--- src/rtl/rdx_merge_pkg.sv ---
package rdx_merge_pkg;

  typedef enum logic [2:0] {
    ST_IDLE, ST_LOOK, ST_RECALL, ST_RWR, ST_INV, ST_RD, ST_COMB, ST_WR
  } mergeState_t;

  // Strobes from the control FSM to the datapath
  typedef struct packed {
    logic captureWb;
    logic captureRecall;
    logic captureRd;
    logic feed;
    logic selRecall;
  } mergeStb_t;

endpackage

--- src/rtl/rdx_elem_alu.sv ---
module rdx_elem_alu #(
  parameter int EW = 32
) (
  input  logic          useMax,
  input  logic [EW-1:0] oldVal,
  input  logic [EW-1:0] newVal,
  output logic [EW-1:0] res
);
  always_comb begin
    if (useMax) res = (newVal > oldVal) ? newVal : oldVal;
    else        res = oldVal + newVal;
  end
endmodule

--- src/rtl/rdx_merge_dp.sv ---
module rdx_merge_dp
  import rdx_merge_pkg::*;
#(
  parameter int AW    = 16,
  parameter int EW    = 32,
  parameter int WORDS = 8
) (
  input  logic                clk,
  input  logic                rstN,
  input  mergeStb_t           stb,
  input  logic                wbMax,
  input  logic [AW-1:0]       wbAddr,
  input  logic [EW*WORDS-1:0] wbLine,
  input  logic [EW*WORDS-1:0] memRdata,
  input  logic [EW*WORDS-1:0] recallLine,
  output logic [AW-1:0]       tgtAddr,
  output logic [EW*WORDS-1:0] memWdata,
  output logic                feedDone,
  output logic                allDone
);
  localparam int LW = EW * WORDS;
  localparam int IW = (WORDS > 1) ? $clog2(WORDS) : 1;
  localparam int CW = IW + 1;

  logic [AW-1:0] addrR;
  logic [LW-1:0] newLine, oldLine, resFlat;
  logic          maxR;
  logic [CW-1:0] feedIdx, resCnt;
  logic [EW-1:0] oldW [WORDS];
  logic [EW-1:0] newW [WORDS];
  logic [EW-1:0] resW [WORDS];

  // pipeline stage registers
  logic          aVal, bVal;
  logic [EW-1:0] aOld, aNew, aluY, bRes;
  logic [IW-1:0] aIdx, bIdx;

  for (genvar k = 0; k < WORDS; k++) begin : g_words
    assign oldW[k] = oldLine[k*EW +: EW];
    assign newW[k] = newLine[k*EW +: EW];
    assign resFlat[k*EW +: EW] = resW[k];
  end

  always_ff @(posedge clk) begin
    if (!rstN) begin
      addrR   <= '0;
      maxR    <= 1'b0;
      feedIdx <= '0;
      resCnt  <= '0;
      aVal    <= 1'b0;
      bVal    <= 1'b0;
    end else begin
      if (stb.captureWb) begin
        addrR <= wbAddr;
        maxR  <= wbMax;
      end
      aVal <= stb.feed;
      bVal <= aVal;
      if (stb.captureRd) begin
        feedIdx <= '0;
        resCnt  <= '0;
      end else begin
        if (stb.feed) feedIdx <= feedIdx + 1'b1;
        if (bVal)     resCnt  <= resCnt + 1'b1;
      end
    end
  end

  always_ff @(posedge clk) begin
    if (stb.captureWb)     newLine <= wbLine;
    if (stb.captureRecall) oldLine <= recallLine;
    else if (stb.captureRd) oldLine <= memRdata;
    if (stb.feed) begin
      aOld <= oldW[feedIdx[IW-1:0]];
      aNew <= newW[feedIdx[IW-1:0]];
      aIdx <= feedIdx[IW-1:0];
    end
    bRes <= aluY;
    bIdx <= aIdx;
    if (bVal) resW[bIdx] <= bRes;
  end

  rdx_elem_alu #(.EW(EW)) u_alu (
    .useMax (maxR),
    .oldVal (aOld),
    .newVal (aNew),
    .res    (aluY)
  );

  assign tgtAddr  = addrR;
  assign memWdata = stb.selRecall ? oldLine : resFlat;
  assign feedDone = (feedIdx == CW'(WORDS));
  assign allDone  = (resCnt == CW'(WORDS));

  AST_PIPE_LATENCY: assert property (@(posedge clk) disable iff (!rstN)
    aVal |=> bVal) else $error("result not two cycles after issue");
  AST_ASCENDING: assert property (@(posedge clk) disable iff (!rstN)
    (bVal && bIdx != '0) |-> ($past(bVal) && ($past(bIdx) + 1'b1) == bIdx))
    else $error("elements out of ascending order");
endmodule

--- src/rtl/rdx_merge_ctl.sv ---
module rdx_merge_ctl
  import rdx_merge_pkg::*;
#(
  parameter int NSHR = 4
) (
  input  logic            clk,
  input  logic            rstN,
  input  logic            wbValid,
  input  logic [NSHR-1:0] lkSharers,
  input  logic            lkDirty,
  input  logic            memAck,
  input  logic            recallAck,
  input  logic            invAck,
  input  logic            feedDone,
  input  logic            allDone,
  output logic            wbReady,
  output logic            memReq,
  output logic            memWe,
  output logic            recallReq,
  output logic            invReq,
  output logic [NSHR-1:0] invMask,
  output logic            dirClear,
  output mergeStb_t       stb
);
  mergeState_t state, nxt;
  logic [NSHR-1:0] shrR;
  logic pendClean;

  always_comb begin
    nxt       = state;
    stb       = '0;
    wbReady   = 1'b0;
    memReq    = 1'b0;
    memWe     = 1'b0;
    recallReq = 1'b0;
    invReq    = 1'b0;
    dirClear  = 1'b0;
    case (state)
      ST_IDLE: begin
        wbReady = 1'b1;
        if (wbValid) begin
          stb.captureWb = 1'b1;
          nxt = ST_LOOK;
        end
      end
      ST_LOOK: begin
        if (lkDirty)         nxt = ST_RECALL;
        else if (|lkSharers) nxt = ST_INV;
        else                 nxt = ST_RD;
      end
      ST_RECALL: begin
        recallReq = 1'b1;
        if (recallAck) begin
          stb.captureRecall = 1'b1;
          nxt = ST_RWR;
        end
      end
      ST_RWR: begin
        memReq = 1'b1;
        memWe  = 1'b1;
        stb.selRecall = 1'b1;
        if (memAck) begin
          if (|shrR) nxt = ST_INV;
          else begin
            dirClear = 1'b1;
            nxt = ST_RD;
          end
        end
      end
      ST_INV: begin
        invReq = 1'b1;
        if (invAck) begin
          dirClear = 1'b1;
          nxt = ST_RD;
        end
      end
      ST_RD: begin
        memReq = 1'b1;
        if (memAck) begin
          stb.captureRd = 1'b1;
          nxt = ST_COMB;
        end
      end
      ST_COMB: begin
        stb.feed = !feedDone;
        if (allDone) nxt = ST_WR;
      end
      ST_WR: begin
        memReq = 1'b1;
        memWe  = 1'b1;
        if (memAck) nxt = ST_IDLE;
      end
      default: nxt = ST_IDLE;
    endcase
  end

  always_ff @(posedge clk) begin
    if (!rstN) begin
      state     <= ST_IDLE;
      shrR      <= '0;
      pendClean <= 1'b0;
    end else begin
      state <= nxt;
      if (state == ST_LOOK) begin
        shrR      <= lkSharers;
        pendClean <= lkDirty || (|lkSharers);
      end else if (dirClear) begin
        pendClean <= 1'b0;
      end
    end
  end

  assign invMask = shrR;

  AST_READY_ONLY_IDLE: assert property (@(posedge clk) disable iff (!rstN)
    wbReady |-> (!recallReq && !invReq && !memReq)) else $error("port open while busy");
  AST_CLEAN_BEFORE_READ: assert property (@(posedge clk) disable iff (!rstN)
    (memReq && !memWe) |-> !pendClean) else $error("merge read before cleanup");
  AST_WRITE_AFTER_ALL: assert property (@(posedge clk) disable iff (!rstN)
    (state == ST_WR) |-> allDone) else $error("write before all results");
  AST_REQ_HELD: assert property (@(posedge clk) disable iff (!rstN)
    (memReq && !memAck) |=> (memReq && $stable(memWe))) else $error("request dropped");
endmodule

--- src/rtl/rdx_home_merge.sv ---
module rdx_home_merge
  import rdx_merge_pkg::*;
#(
  parameter int AW    = 16,
  parameter int EW    = 32,
  parameter int WORDS = 8,
  parameter int NSHR  = 4
) (
  input  logic                clk,
  input  logic                rstN,
  input  logic                cfgMax,
  input  logic                wbValid,
  output logic                wbReady,
  input  logic [AW-1:0]       wbAddr,
  input  logic [EW*WORDS-1:0] wbLine,
  output logic [AW-1:0]       tgtAddr,
  input  logic [NSHR-1:0]     lkSharers,
  input  logic                lkDirty,
  output logic                recallReq,
  input  logic                recallAck,
  input  logic [EW*WORDS-1:0] recallLine,
  output logic                invReq,
  output logic [NSHR-1:0]     invMask,
  input  logic                invAck,
  output logic                dirClear,
  output logic                memReq,
  output logic                memWe,
  output logic [AW-1:0]       memAddr,
  output logic [EW*WORDS-1:0] memWdata,
  input  logic                memAck,
  input  logic [EW*WORDS-1:0] memRdata
);
  mergeStb_t stb;
  logic feedDone, allDone;

  rdx_merge_ctl #(.NSHR(NSHR)) u_ctl (
    .clk, .rstN, .wbValid, .lkSharers, .lkDirty, .memAck, .recallAck, .invAck,
    .feedDone, .allDone, .wbReady, .memReq, .memWe, .recallReq, .invReq,
    .invMask, .dirClear, .stb
  );

  rdx_merge_dp #(.AW(AW), .EW(EW), .WORDS(WORDS)) u_dp (
    .clk, .rstN, .stb, .wbMax(cfgMax), .wbAddr, .wbLine, .memRdata, .recallLine,
    .tgtAddr, .memWdata, .feedDone, .allDone
  );

  assign memAddr = tgtAddr;
endmodule

--- config.mk ---
export PLATFORM = sky130hd
export DESIGN_NAME = rdx_home_merge
export DESIGN_NICKNAME = d
export VERILOG_FILES = /design/src/rtl/rdx_merge_pkg.sv /design/src/rtl/rdx_elem_alu.sv /design/src/rtl/rdx_merge_dp.sv /design/src/rtl/rdx_merge_ctl.sv /design/src/rtl/rdx_home_merge.sv
export SDC_FILE = /design/constraint.sdc
export NUM_CORES = 1
export LEC_CHECK = 0
export ABC_AREA = 1
export BUFFER_PORTS_ARGS = -buffer_cell sky130_fd_sc_hd__buf_2
export CAP_MARGIN = 10
export CORE_AREA = 2 2 427 429
export CTS_CLUSTER_SIZE = 20
export DETAILED_ROUTE_END_ITERATION = 7
export DIE_AREA = 0 0 429 431
export PLACE_DENSITY_LB_ADDON = 0.05
export SYNTH_ARGS = -nofsm -noshare
export SYNTH_HDL_FRONTEND = slang
export SYNTH_SLANG_ARGS = --single-unit
--- constraint.sdc ---
create_clock -name clk -period 10.2 [get_ports clk]
set_clock_uncertainty 0.1 [all_clocks]
set_input_delay 0.51 -clock clk [delete_from_list [all_inputs] [get_ports clk]]
set_output_delay 0.51 -clock clk [all_outputs]
set_load 0.005 [all_outputs]
==> impl_metrics.json, run 1 <==
{
  "finalMaxSlewViolations": 0,
  "mostFrequentLayoutCells": "buf_2, edfxtp_1, nand2_1",
  "clk_path_buf_depth": 3,
  "worst_ep_required_time_ps": 10620,
  "die_x_um": 429,
  "vias_per_cell": 4.39,
  "hold_viol": 0,
  "syn_area_um2": 41600,
  "r2r-end": "u_dp.oldLine[150]",
  "relSlewSlack": 0.307,
  "r2r-start": "u_ctl.state[2]",
  "gp_congestion": 0.851,
  "finalSetupTns_ps": 0,
  "power.leakage_nw": 25.1,
  "syn-num-nets": 4690,
  "vias": 35500,
  "drc": 0,
  "chipHeight_um": 431,
  "cp_max_fo": 68,
  "overflow": 0,
  "final_cells": 8090,
  "timing.hold.ws_ps": 70.0,
  "grt_pass1_vias": 36400,
  "internal-power_mw": 8.25,
  "fin_crit_sh": 0.461,
  "placed_cell_area_um2": 49500,
  "drt_iter0_markers": 2214,
  "min_from": "recallLine[100]",
  "die_area_um2": 185000,
  "dr.pass1.iters": 5,
  "grt_usage": 0.210,
  "grt_max_degree": 170,
  "clk_pin_slew_ps": 60,
  "ys.flop_type": "edfxtp_1",
  "final_common_cell": "buf_2",
  "swShare": 0.323,
  "power.share.sequential": 0.433,
  "yosysWarnings": 0,
  "drive_gt1_frac": 0.284,
  "antenna_found_initial": 48,
  "cts_tree": "done",
  "portBuffers": 1093,
  "reg2reg_depth": 7,
  "synth_edf_count": 835,
  "dp_hpwl_um": 145000,
  "crit_path_end_kind": "flop",
  "cap_violations": 0,
  "outcome": "finished clean",
  "drtAntennaViolNets": 0,
  "start_util": 0.231,
  "cts_sinks": 904,
  "setup_viol": 0,
  "dpl_worst_slack_ps": 6030,
  "ys_seq_area_frac": 0.636,
  "ioPinCount": 1094,
  "ys_ff_latch": 904,
  "hold_class": "input pin to flop",
  "area_growth_pct": 45.9,
  "final.min_clock_period_ps": 4710,
  "hold-path-endpoint": "u_dp.oldLine[100]",
  "rsz0062_at_grt": "false",
  "core_um2": 180000,
  "comb_power_share": 0.241,
  "clkLatencyLatePin_ps": 770,
  "clock.fmax_mhz": 212,
  "p_switching_mw": 3.94,
  "cellPowerDensity_nw_per_um2": 201,
  "setup.worst_path.class": "flop to flop",
  "min_path_cells": 2,
  "htree_num_levels": 3,
  "ctsRootBufferMaster": "clkbuf_16",
  "syn_area_per_cell_um2": 10.9,
  "fin_nets": 6479,
  "wl_per_cell_um": 24.8,
  "crit_arrival_ps": 5130,
  "cp-start-kind": "flop",
  "grt_pass1_wl_um": 275000,
  "async_flop_share": 0,
  "setup_slack_ps": 5490,
  "syn_inst": 3826,
  "wirelength_um": 201000,
  "num_rows": 156,
  "worst_pin_slew_ps": 1040,
  "synth_cell_types": 44,
  "post-place-cells": 7109,
  "final_cell_area_um2": 60700,
  "cts_buffers": 117,
  "r2r_slack_ps": 5490,
  "ir_worst_vdd_mv": 0.138,
  "p_clk_frac": 0.326
}
through the flow:
stage / util / power, mW
floorplan: - / 6.67
global placement: 0.275 / 8.00
detailed placement: 0.275 / 7.99
CTS: 0.337 / 12.4
global route: 0.337 / 12.8
finish: 0.337 / 12.2
synth_stat cells (all sizes together), types with 10 or more instances:
cell    instances  share of area
o22ai          32         0.0048
ha             67          0.020
nand2         799          0.074
buf           103          0.014
inv           293          0.026
clkbuf        118          0.011
nor2          382          0.035
o21ai         429          0.052
nand3         144          0.017
a31oi          66         0.0099
dfxtp          69          0.033
a21oi         178          0.021
nor3           10         0.0019
mux2          256          0.069
nand4          10         0.0019
edfxtp        835           0.60
kinds of logic (layout without fill, tap and decap cells):
logic type      after synthesis  after routing  share of synthesized area
compound gates              722            722                     0.0908
xor+xnor                      1              1                   0.000210
fa+ha+maj                    68             68                     0.0206
buf+inv                     515           2398                     0.0509
flops                       904            904                      0.636
mux                         256            256                     0.0693
other cells                   0             11                          0
simple gates               1360           1360                      0.132
power by group through the flow:
stage               combinational (mW)  sequential, mW  clock (mW)
floorplan                         1.37            5.31           0
global placement                  2.64            5.36           0
detailed placement                2.63            5.36           0
CTS                               3.02            5.29        4.11
global route                      3.21            5.33        4.24
finish                            2.93            5.28        3.98
flip-flops by register name, summed over array words and instances (netlist names):
| register | cells |
|---|---|
| u_ctl.state | 3 |
| u_ctl.invMask | 4 |
| u_dp.maxR | 1 |
| u_dp.aVal | 1 |
| u_dp.resCnt | 4 |
| u_dp.resW | 256 |
| u_dp.feedIdx | 4 |
| u_dp.oldLine | 256 |
| u_dp.aIdx | 3 |
| u_dp.bVal | 1 |
| u_dp.aNew | 32 |
| u_dp.tgtAddr | 16 |
| u_dp.bIdx | 3 |
| u_dp.bRes | 32 |
| u_dp.newLine | 256 |
| u_dp.aOld | 32 |
cell type report:
class,instances,area (µm²)
diodes,11,27.5
clock buffers,153,3140
clock inverters,60,458
fillers,18700,119000
inverters,294,1130
multi-input cells,2407,13100
flip-flops and latches,904,26500
well taps,2370,2970
repair buffers,1891,13400
layer usage:
metal,wire [µm],global-route usage,share of wire,vias to the layer above
li1,-,-,-,16900
met1,80600,0.245,0.40,17300
met5,187,0,0.00093,-
met2,104000,0.386,0.52,989
met4,5900,0.0635,0.029,32
met3,9870,0.0399,0.049,268
worst max-delay path by stage:
stage	from	slack [ps]	end
CTS	u_ctl.state[0]	5490	u_dp.oldLine[215]
global route	u_ctl.state[0]	5210	u_dp.oldLine[0]
finish	u_ctl.state[2]	5490	u_dp.oldLine[150]
global placement	u_ctl.state[0]	6050	u_dp.oldLine[191]
floorplan	u_ctl.state[2]	1550	u_dp.newLine[0]
detailed placement	u_ctl.state[0]	6030	u_dp.oldLine[215]
critical path: stages (launching register included):
cell and delay (ps):
dfxtp_1 530, nor2_1 160, nand2_4 370, buf_4 530, buf_4 710, buf_4 890
mux2_2 420, dlygate4sd3_1 560
timing repair:
| action | 4_1_cts | 5_1_grt |
|---|---|---|
| resized for setup | 0 | 0 |
| hold buffers | 757 | 0 |
| setup buffers | 0 | 0 |
| hold endpoints to repair | 533 | 0 |
Note: power is estimated with default switching activity, not from simulation.
==> inputs of run 2 (changes only) <==
--- a/config.mk
+++ b/config.mk
@@ -8,10 +8,10 @@
 export ABC_AREA = 1
 export BUFFER_PORTS_ARGS = -buffer_cell sky130_fd_sc_hd__buf_2
 export CAP_MARGIN = 10
-export CORE_AREA = 2 2 427 429
+export CORE_AREA = 2 2 423 425
 export CTS_CLUSTER_SIZE = 20
 export DETAILED_ROUTE_END_ITERATION = 7
-export DIE_AREA = 0 0 429 431
+export DIE_AREA = 0 0 425 427
 export PLACE_DENSITY_LB_ADDON = 0.05
 export SYNTH_ARGS = -nofsm -noshare
 export SYNTH_HDL_FRONTEND = slang
==> constraint.sdc (replaced) <==
create_clock -name clk -period 3.8 [get_ports clk]
set_clock_uncertainty 0.1 [all_clocks]
set_input_delay 0.19 -clock clk [delete_from_list [all_inputs] [get_ports clk]]
set_output_delay 0.19 -clock clk [all_outputs]
set_load 0.005 [all_outputs]
==> run 2 against run 1 <==
Effect of this change:
- first-iteration DRC count decreased by 8.4%
- clock-buffer cell count decreased by 1
- power rose to 2.7 times the previous value
- largest cell class unchanged
==> impl_metrics.json, run 2 (synthesis gave the netlist of run 1 again) <==
{
  "rsz0062_at_grt": "false",
  "vias_per_cell": 4.38,
  "core_um2": 177000,
  "overflow": 0,
  "final_common_cell": "buf_2",
  "cts_resized": 0,
  "grt_max_degree": 140,
  "wl_per_cell_um": 24.6,
  "antenna_found_initial": 46,
  "setup_viol": 0,
  "dr.pass1.iters": 7,
  "area_growth_pct": 49.4,
  "cts_tree": "done",
  "dpl_worst_slack_ps": 988,
  "chipHeight_um": 427,
  "worst_ep_required_time_ps": 3510,
  "routed.top_layer": "met5",
  "holdBufCountCts": 854,
  "post-route-util": 0.351,
  "crit_arrival_ps": 3020,
  "final.min_clock_period_ps": 3310,
  "cp_max_fo": 116,
  "power.leakage_nw": 25.8,
  "setup.worst_path.start": "u_ctl.state[2]",
  "fin_nets": 6610,
  "reg2reg_depth": 10,
  "hold_viol": 0,
  "clkLatencyLatePin_ps": 740,
  "grt_usage": 0.214,
  "num_rows": 155,
  "drive_gt1_frac": 0.283,
  "relSlewSlack": 0.216,
  "cellPowerDensity_nw_per_um2": 534,
  "finalMaxSlewViolations": 0,
  "dr_wl_met3_um": 10100,
  "hold_class": "input pin to flop",
  "regArea_um2": 26500,
  "min_from": "wbLine[15]",
  "grt_pass1_vias": 36600,
  "ctsRootBufferMaster": "clkbuf_16",
  "top_regs": "u_dp.newLine x256, u_dp.oldLine x256, u_dp.resW x256",
  "die_area_um2": 181000,
  "cp-start-kind": "flop",
  "grt_pass1_wl_um": 276000,
  "clk_path_buf_depth": 3,
  "crit_path_end_kind": "output port",
  "drt_iter0_markers": 2027,
  "gp_congestion": 0.844,
  "min_path_cells": 2,
  "fin_crit_sh": 0.870,
  "wirelength_um": 202000,
  "cap_violations": 0,
  "fill_cells": 18200,
  "multiInputGateArea_um2": 13100,
  "vias": 36000,
  "setup.worst_path.class": "flop to output port",
  "clock.fmax_mhz": 303,
  "outcome": "finished clean",
  "mostFrequentLayoutCells": "buf_2, dlygate4sd3_1, edfxtp_1",
  "drtAntennaViolNets": 0,
  "start_util": 0.235,
  "wl_met2_um": 105000,
  "die_x_um": 425,
  "htree_num_levels": 3,
  "ioPinCount": 1094,
  "r2r-start": "u_ctl.state[2]",
  "setup_slack_ps": 495,
  "dp_hpwl_um": 148000,
  "timing.hold.ws_ps": 77.0,
  "portBuffers": 1093,
  "worst_pin_slew_ps": 1180,
  "clk_pin_slew_ps": 60,
  "finalPower_mw": 33.2,
  "post-cts-setup-buffer-count": 0,
  "cts_sinks": 904,
  "finalSetupTns_ps": 0,
  "wl_met1_um": 82100,
  "cts_buffers": 113,
  "drc": 0,
  "ir_worst_vdd_mv": 0.460
}
==> run 2: final timing paths <==
check | end | slack [ps]
worst max register to register | u_ctl.state[0] | 550
worst min register to register | u_dp.bIdx[0] | 240
worst max-delay path | memWdata[226] | 490
worst min-delay path | u_dp.newLine[15] | 80
==> run 2: critical path, stage by stage (launching register included) <==
cell	delay, ps
dfxtp_1	550
nor2_4	120
inv_8	510
buf_4	450
nand2_1	130
nand2_1	180
buf_2	210
==> run 2: cell type report <==
class,count,share of cell area
multi-input combinational,2407,0.211
antenna,14,0.000563
inverter,294,0.0181
sequential,904,0.426
tap,2355,0.0474
clock inverter,55,0.00755
timing repair buffer,2026,0.239
clock buffer,152,0.0500
==> run 2: power breakdown <==
part,internal [mW],leakage [nW],switching (mW)
logic,3.34,15.9,5.04
clock network,6.12,1.74,4.54
registers,13.1,8.21,1.10
total,22.6,25.8,10.7
==> run 2: through the flow <==
step | instance area, µm² | std cells
3_5_place_dp | 50000 | 7132
2_1_floorplan | 41600 | 3826
3_3_place_gp | 50000 | 7132
4_1_cts | 62100 | 8193
5_1_grt | 62200 | 8200
6_report | 62200 | 8207
==> run 2: layer usage <==
metal / vias to the layer above / GRT usage
li1: 17100 / -
met1: 17600 / 0.254
met2: 958 / 0.393
met3: 257 / 0.0425
met4: 22 / 0.0488
met5: - / 0
==> inputs of run 3 (changes only) <==
--- a/config.mk
+++ b/config.mk
@@ -13,6 +13,7 @@
 export DETAILED_ROUTE_END_ITERATION = 7
 export DIE_AREA = 0 0 425 427
 export PLACE_DENSITY_LB_ADDON = 0.05
+export REMOVE_ABC_BUFFERS = 1
 export SYNTH_ARGS = -nofsm -noshare
 export SYNTH_HDL_FRONTEND = slang
 export SYNTH_SLANG_ARGS = --single-unit
==> run 3 against run 2 <==
Effect of this change:
- sequential cell count stayed put
- maximum frequency is 1.7% higher
- first-iteration DRC count is 7.8% lower
- cell count is 1.7% higher
- hold slack worse by 8.7 ps
- final area is 2.2% higher
==> impl_metrics.json, run 3 (synthesis gave the netlist of run 1 again) <==
{
  "drtAntennaViolNets": 0,
  "die_area_um2": 181000,
  "cts_buffers": 115,
  "cp_common_cell": "dlygate4sd3_1",
  "outcome": "finished clean",
  "gp_congestion": 0.854,
  "crit_chain": "inv_2 -> nor2_1 -> nand2_1 -> o221ai_1 -> dlygate4sd3_1 -> nor2_1 -> o21ai_0 -> dlygate4sd3_1 -> a21oi_1 -> dlygate4sd3_1",
  "vias_per_cell": 4.27,
  "finalSetupTns_ps": 0,
  "ctsRootBufferMaster": "clkbuf_16",
  "ir_worst_vdd_mv": 0.352,
  "clk_path_buf_depth": 3,
  "wirelength_um": 182000,
  "drt_iter0_markers": 1868,
  "grt_usage": 0.192,
  "cts_tree": "done",
  "grt_pass1_vias": 37200,
  "final.min_clock_period_ps": 3250,
  "relSlewSlack": 0.367,
  "final_cell_area_um2": 63500,
  "fin_nets": 6744,
  "crit_path_end_kind": "flop",
  "grt_pass1_wl_um": 254000,
  "vias": 35600,
  "worst_ep_required_time_ps": 4340,
  "clk_pin_slew_ps": 60,
  "fin_crit_sh": 0.856,
  "mostFrequentLayoutCells": "buf_2, dlygate4sd3_1, edfxtp_1",
  "final_common_cell": "buf_2",
  "dp_hpwl_um": 130000,
  "clock.fmax_mhz": 308,
  "core_um2": 177000,
  "timing.hold.ws_ps": 68.4,
  "post-cts-setup-buffer-count": 0,
  "start_util": 0.235,
  "setup_viol": 0,
  "antenna_found_initial": 28,
  "cp-start-kind": "flop",
  "drive_gt1_frac": 0.286,
  "drc": 0,
  "ioPinCount": 1094,
  "wl_per_cell_um": 21.8,
  "power.leakage_nw": 26.5,
  "setup.worst_path.class": "flop to flop",
  "crit_buf_inv": 4,
  "critical_path.top_delay_family": "buffers and inverters",
  "cellPowerDensity_nw_per_um2": 525,
  "placed_cell_area_um2": 50300,
  "grt_max_degree": 113,
  "die_x_um": 425,
  "rsz0062_at_grt": "false",
  "cp_max_fo": 9,
  "hold_viol": 0,
  "num_rows": 155,
  "hold_class": "input pin to flop",
  "worst_pin_slew_ps": 950,
  "area_growth_pct": 52.6,
  "chipHeight_um": 427,
  "htree_num_levels": 3,
  "dr.pass1.iters": 7,
  "portBuffers": 1093,
  "top_regs": "u_dp.newLine x256, u_dp.oldLine x256, u_dp.resW x256",
  "slowest_delay_ps": 580,
  "finalMaxSlewViolations": 0,
  "cts_sinks": 904,
  "crit_slowest_cell": "dlygate4sd3_1",
  "overflow": 0,
  "cap_violations": 0,
  "crit_arrival_ps": 3790,
  "clkLatencyLatePin_ps": 760
}
-- run 3: cell count changes in the layout (fill, tap and decap cells not counted), moves of 2 or more --
| cell | delta |
|---|---|
| diode_2 | +2 |
| clkinv_1 | -4 |
| buf_4 | +37 |
| clkbuf_16 | -2 |
| clkinv_4 | +7 |
| dlygate4sd3_1 | +94 |
| clkinv_2 | +4 |
| bufinv_16 | +5 |
| clkbuf_1 | -4 |
| clkinvlp_4 | +4 |
-- run 3: stage by stage --
stage	util	worst slack, ps	total power [mW]	std cells
4_1_cts	0.358	579	34.0	8331
3_5_place_dp	0.284	1020	21.5	7170
6_report	0.358	549	33.3	8347
3_3_place_gp	0.284	1020	21.6	7170
5_1_grt	0.358	344	35.1	8343
2_1_floorplan	-	-14000	17.6	3605
-- run 3: final cells by class --
type	instances	area, µm²
Antenna cell	16	40.0
Clock buffer	145	3030
Clock inverter	68	661
Fill cell	18200	114000
Inverter	294	1130
Multi-Input combinational cell	2407	13100
Sequential cell	904	26500
Tap cell	2355	2950
Timing Repair Buffer	2158	16100
-- run 3: worst paths after layout --
check                 start           endpoint  slack [ps]  cells past startpoint
min reg2reg    u_dp.aIdx[1]       u_dp.bIdx[1]         240                      0
max reg2reg  u_ctl.state[2]     u_ctl.state[0]         550                     10
max          u_ctl.state[2]     u_ctl.state[0]         550                     10
min             wbLine[254]  u_dp.newLine[254]          70                      2
-- run 3: repair_timing --
action                    CTS  global route
hold endpoints to repair  555             0
hold buffers              948             0
resized for setup           0             0
-- run 3: routing by layer --
| layer | up-vias | global-route usage | routed length, µm |
|---|---|---|---|
| li1 | 17400 | - | - |
| met5 | - | 0 | 34 |
| met1 | 17100 | 0.241 | 79000 |
| met4 | 6 | 0.0570 | 5310 |
| met2 | 883 | 0.336 | 89200 |
| met3 | 242 | 0.0349 | 8220 |
-- run 3: worst reg2reg max path, delay by kind of cell (launching register included) --
kind	cells	cell delay [ps]
AO/OA/AOI/OAI	3	280
buffers and inverters	4	1780
flip-flops	1	530
AND/OR/NAND/NOR	3	460
-- run 3: power by group --
group / switching [mW] / internal [mW]
sequential: 0.921 / 13.1
combinational: 4.84 / 3.54
clock: 4.60 / 6.37
total: 10.4 / 23.0
